==> config.mk <==
export PLATFORM = sky130hd
export DESIGN_NAME = lookahead_lpf
export DESIGN_NICKNAME = d
export VERILOG_FILES = /design/src/rtl/lookahead_lpf.sv
export SDC_FILE = /design/constraint.sdc
export NUM_CORES = 1
export LEC_CHECK = 0
export ABC_AREA = 1
export BUFFER_PORTS_ARGS = -buffer_cell sky130_fd_sc_hd__clkbuf_2
export CAP_MARGIN = 20
export CORE_MARGIN = 2
export CORE_UTILIZATION = 50
export DETAILED_ROUTE_END_ITERATION = 10
export PLACE_DENSITY = 0.69
export SYNTH_ARGS = -nofsm -noshare
export SYNTH_HDL_FRONTEND = slang
export SYNTH_SLANG_ARGS = --single-unit
==> constraint.sdc <==
create_clock -name clk -period 2.7 [get_ports clk]
set_input_delay 0.81 -clock clk [delete_from_list [all_inputs] [get_ports clk]]
set_output_delay 0.81 -clock clk [all_outputs]
set_load 0.05 [all_outputs]
==> src/rtl/lookahead_lpf.sv <==
module lookahead_lpf #(
  parameter int DW = 16,
  parameter int N = 2,
  parameter int CW = 18,
  parameter logic [CW-1:0] A_N = 18'd73728,
  parameter logic [CW-1:0] G_N = 18'd28672
) (
  input  logic                 clk,
  input  logic                 rst,
  input  logic                 in_valid,
  input  logic signed [DW-1:0] in_data,
  output logic                 out_valid,
  output logic signed [DW-1:0] out_data
);
  localparam int FB   = CW - 1;
  localparam int SW   = DW + $clog2(N) + 1;
  localparam int PW   = SW + CW + 1;
  localparam int QW   = DW + CW + 1;
  localparam int FFW  = SW + 2;
  localparam int FBW  = DW + 2;
  localparam int AW   = FFW + 1;
  localparam int LQ   = (N > 1) ? N - 1 : 1;
  localparam int CNTW = $clog2(N + 1);

  localparam logic signed [PW-1:0] GCOEF = PW'({1'b0, G_N});
  localparam logic signed [QW-1:0] ACOEF = QW'({1'b0, A_N});
  localparam logic signed [PW-1:0] HALFP = PW'(longint'(1) << (FB - 1));
  localparam logic signed [QW-1:0] HALFQ = QW'(longint'(1) << (FB - 1));
  localparam logic signed [AW-1:0] YMAX  = AW'((longint'(1) << (DW - 1)) - 1);
  localparam logic signed [AW-1:0] YMIN  = -AW'(longint'(1) << (DW - 1));
  localparam logic signed [SW-1:0] SMAX  = SW'(longint'(N) * ((longint'(1) << (DW - 1)) - 1));
  localparam logic signed [SW-1:0] SMIN  = -SW'(longint'(N) * (longint'(1) << (DW - 1)));

  logic signed [DW-1:0]  xr;
  logic signed [DW-1:0]  xd [N];
  logic signed [SW-1:0]  s_r;
  logic signed [FFW-1:0] ff_r;
  logic signed [FBW-1:0] fb_q;
  logic signed [DW-1:0]  yq [LQ];
  logic signed [AW-1:0]  acc;
  logic signed [DW-1:0]  ynew;
  logic                  v1, v2, v3, ov;
  logic [CNTW-1:0]       cnt;

  always_ff @(posedge clk) begin
    if (rst) begin
      v1 <= 1'b0;
      xr <= '0;
    end else begin
      v1 <= in_valid;
      if (in_valid) xr <= in_data;
    end
  end

  always_ff @(posedge clk) begin
    if (rst) begin
      v2  <= 1'b0;
      s_r <= '0;
      for (int i = 0; i < N; i++) xd[i] <= '0;
    end else begin
      v2 <= v1;
      if (v1) begin
        s_r   <= s_r + SW'(xr) - SW'(xd[N-1]);
        xd[0] <= xr;
        for (int i = 1; i < N; i++) xd[i] <= xd[i-1];
      end
    end
  end

  always_ff @(posedge clk) begin
    if (rst) begin
      v3   <= 1'b0;
      ff_r <= '0;
    end else begin
      v3 <= v2;
      if (v2) ff_r <= FFW'((PW'(s_r) * GCOEF + HALFP) >>> FB);
    end
  end

  generate
    if (N == 1) begin : g_comb_fb
      assign fb_q = FBW'((QW'(yq[LQ-1]) * ACOEF + HALFQ) >>> FB);
    end else begin : g_reg_fb
      always_ff @(posedge clk) begin
        if (rst) fb_q <= '0;
        else if (v3) fb_q <= FBW'((QW'(yq[LQ-1]) * ACOEF + HALFQ) >>> FB);
      end
    end
  endgenerate

  assign acc  = AW'(ff_r) + AW'(fb_q);
  assign ynew = (acc > YMAX) ? YMAX[DW-1:0] : (acc < YMIN) ? YMIN[DW-1:0] : acc[DW-1:0];

  always_ff @(posedge clk) begin
    if (rst) begin
      ov  <= 1'b0;
      cnt <= '0;
      for (int i = 0; i < LQ; i++) yq[i] <= '0;
    end else begin
      ov <= v3 && (cnt == CNTW'(N));
      if (v3) begin
        if (cnt != CNTW'(N)) cnt <= cnt + 1'b1;
        yq[0] <= ynew;
        for (int i = 1; i < LQ; i++) yq[i] <= yq[i-1];
      end
    end
  end

  assign out_valid = ov;
  assign out_data  = yq[0];

  assert_sum_range_R2: assert property (@(posedge clk) disable iff (rst)
    (s_r <= SMAX) && (s_r >= SMIN))
    else $error("moving sum left its range");

  assert_out_latency_R3: assert property (@(posedge clk) disable iff (rst)
    out_valid |-> $past(in_valid, 4))
    else $error("output without a sample four clocks earlier");

  assert_hold_R5: assert property (@(posedge clk) disable iff (rst)
    (!$past(rst) && !$past(in_valid, 4)) |-> $stable(out_data))
    else $error("output moved with no sample due");

  assert_no_wrap_R6: assert property (@(posedge clk) disable iff (rst)
    (v3 && ff_r >= 0 && fb_q >= 0) |=> !out_data[DW-1])
    else $error("non-negative terms gave a negative output");

  assert_reset_clear_R9: assert property (@(posedge clk) disable iff (rst)
    $past(rst) |-> (!out_valid && out_data == '0))
    else $error("reset left output state");
endmodule

==> results.md <==
* Worst-Skew Late Latency at 0.43 ns
* ANT cells at 0
* Top FF cell, synth: dfxtp_1
* Reg-to-Reg Start: s_r[5]
* Finished Layout Cells at 1894
* Via count at 9839
* CP Launch Point: s_r[5]
* Clk_skew at 0.00867 ns
* CP arrival at 3.47 ns
* Synth top area share at 0.148
* Hold-fix buffers, CTS at 0
* Flop pwr share at 0.226
* Leading area contributor after synthesis: dfxtp_1
* Final period util at 1.16
* Final Wtd Congestion at 0.895
* Setup_tns at -6.50 ns
* Die Span Y at 148 um
* DR vias/cell at 5.19
* Syn Area/Cell at 7.45 um^2
* CTS Buf Count at 17
* Tmin final at 3.14 ns
* FF+latch count, synth at 124
* Post-synth net total at 1541
* Required time of the critical path at 3.02 ns
* CTS tree: built
* Die Width at 148 um
* Nets at 1769
* CP max stage cell: fa_1
* Sequential share of the synthesized area at 0.288
* Slowest stage delay, CP at 0.49 ns
* Crit-path cells: ha_4, inv_1, fa_1, inv_2, ha_4, a21oi_4, nand2_2, nand2_4, nand3_4, nand2_4, nand2_4, xor2_4, nand2_1, nor2_2, nand2_1, nand2_1, nand2_1, o21bai_1, inv_1
* Synth cell types at 53
* Crit-path most repeated cell: nand2_1
* Outcome: finished, violations left
* Clock transition at path regs at 0.06 ns
* DRC errors left at 0
* Startpoint types: flop
* Max-cap violations at 0
* PnR worst setup slack at -0.442 ns
* Setup crit end kind: flop
* Clk buf depth at 2
* Share of post-route cells with drive strength above 1 at 0.358
* Most frequent cell after synthesis: nand2_1
* Initial DRC Count at 526
* Largest net degree at the start of global routing at 50
* Maximum clock rate at 0.318 GHz
* Max VDD drop at 0.612 mV
* Initial antenna violation count at 0
* Final instance area at 14200 um^2
* Cell family with most CP delay: adder cells
* Switching share of total power at 0.408
* Critical path buffer and inverter count at 3
* Cells after Synth at 1383
* Total gr overflow at 0
* HPWL Detailed at 19.1 mm
* Final setup viols at 26
* Synth Cell Area at 10300 um^2
* Critical path class: reg -> reg
* DP Cell Count at 1822
* CP max FO at 4
* Sink Count at 124
* Async SR Flop Fraction at 0
* Top post-synthesis cells by count: 260 x nand2_1, 252 x inv_1, 143 x nor2_1, 105 x ha_1, 104 x a21oi_1
* Failing checks: negative setup slack
* Worst hold slack at 0.447 ns
* Per-cell routed wire length at 14.6 um
* Post-route ant nets at 0
* Total power at 9.64 mW
* Number of H-tree levels at 4
* PD cells at 677 nW/um^2
* Layout area overhead at 38.3%
* First-pass GRT wire length at 43.3 mm
* Hold WC Path Type: reg -> reg
* Die area at 21800 um^2
* Hold_sp: v3
* Post-synth EDFFs at 48
* Root Driver: clkbuf_16
* Ports at 36
* DRT Pass-1 Iters at 5
* Clk pwr share at 0.237
* Initial Util at 0.509
* Switching power at 3.93 mW
* Largest cells by area after synthesis: dfxtp_1 15%, edfxtp_1 14%, ha_1 13%
* Post-DP Area at 12100 um^2
* Worst-margin pin slew at 0.700 ns
* Yosys Warn Count at 0
* Vias in the first global route at 9510
* Int Power at 5.71 mW
* Port Buf Inserts at 35
* Final WL at 27.6 mm
* Hold Vio Cnt, Final at 0
* Leakage at 6.88 nW
* Combinational power share at 0.537
* Slew margin rel. at 0.533
* RSZ-0062 raised after global routing: yes
* Total GRT Usage at 0.242
* Pins Over Slew Limit at 0
* CORE AREA at 20200 um^2
* Rows at 52
[worst reg2reg max path, stage by stage, from the launching register on]
cell	delay [ns]
dfxtp_4	0.37
ha_4	0.26
inv_1	0.04
fa_1	0.49
inv_2	0.05
ha_4	0.26
a21oi_4	0.19
nand2_2	0.13
nand2_4	0.11
nand3_4	0.12
nand2_4	0.10
nand2_4	0.06
xor2_4	0.26
nand2_1	0.11
nor2_2	0.14
nand2_1	0.08
nand2_1	0.06
nand2_1	0.04
o21bai_1	0.14
inv_1	0.05
[flip-flops by register name, summed over array words and instances, names as in the netlist]
register / count
v2: 1
v1: 1
ff_r: 18
v3: 1
fb_q: 18
yq: 16
out_valid: 1
cnt: 2
xd: 32
xr: 16
s_r: 18
[kinds of logic (layout without fill, tap and decap cells)]
group,after synthesis,after routing,share of synthesized area
compound gates,245,245,0.137
xor+xnor,44,44,0.0436
fa+ha+maj,139,139,0.194
buf+inv,278,518,0.104
flops,124,124,0.288
simple gates,553,554,0.234
[timing repair]
| action | CTS | global route |
|---|---|---|
| endpoints found under the setup margin | 33 | 54 |
| gates cloned | 1 | 0 |
| setup buffers | 22 | 17 |
| resized for setup | 97 | 226 |
| pin swaps | 46 | 109 |
[final cells by class]
type                       count  area (um^2)
fill                        1499         5990
clock inverter                14          148
multi-input combinational    982         7640
tap                          270          338
inverter                     257          967
sequential                   124         2990
clock buffer                  18          429
timing repair buffer         229         1740
[stage by stage]
step | util | worst slack [ns]
floorplan | - | -0.226
global placement | 0.598 | -0.393
detailed placement | 0.598 | -0.465
CTS | 0.655 | -0.359
global route | 0.704 | -0.647
finish | 0.704 | -0.442
[power groups by stage]
stage | clock, mW | sequential [mW] | combinational (mW)
CTS | 2.31 | 2.17 | 4.24
detailed placement | 0 | 2.20 | 3.89
global placement | 0 | 2.20 | 3.82
floorplan | 0 | 2.22 | 2.42
global route | 2.38 | 2.20 | 5.67
finish | 2.29 | 2.18 | 5.17
[placed cells by master (no fill, tap or decap), types with 20 or more instances in the layout]
master    count
inv_1       223
nand2_1     197
buf_4       171
nor2_1      113
a21oi_1      80
ha_1         73
nand2_2      70
dfxtp_1      65
o21ai_0      55
edfxtp_1     48
nand3_1      42
clkbuf_2     35
a21oi_2      31
inv_2        30
fa_1         30
ha_4         29
o21ai_1      24
nand2_4      22
buf_6        21
xor2_1       20
nor2_2       20
nand3_2      20
[metal layers]
metal / up-vias / GRT usage / share of wire
li1: 4932 / - / -
met1: 4648 / 0.311 / 0.45
met2: 212 / 0.431 / 0.50
met3: 47 / 0.0321 / 0.032
met4: 0 / 0.0630 / 0.021
met5: - / 0 / 0
[path summary, 6_finish.rpt]
kind / endpoint / slack (ns) / cells past startpoint
hold / removal: out_valid / 0.45 / 2
setup reg to reg: ff_r[12] / -0.44 / 19
setup / recovery: ff_r[12] / -0.44 / 19
hold reg to reg: out_valid / 0.45 / 2
(Power assumes the default switching activity.)
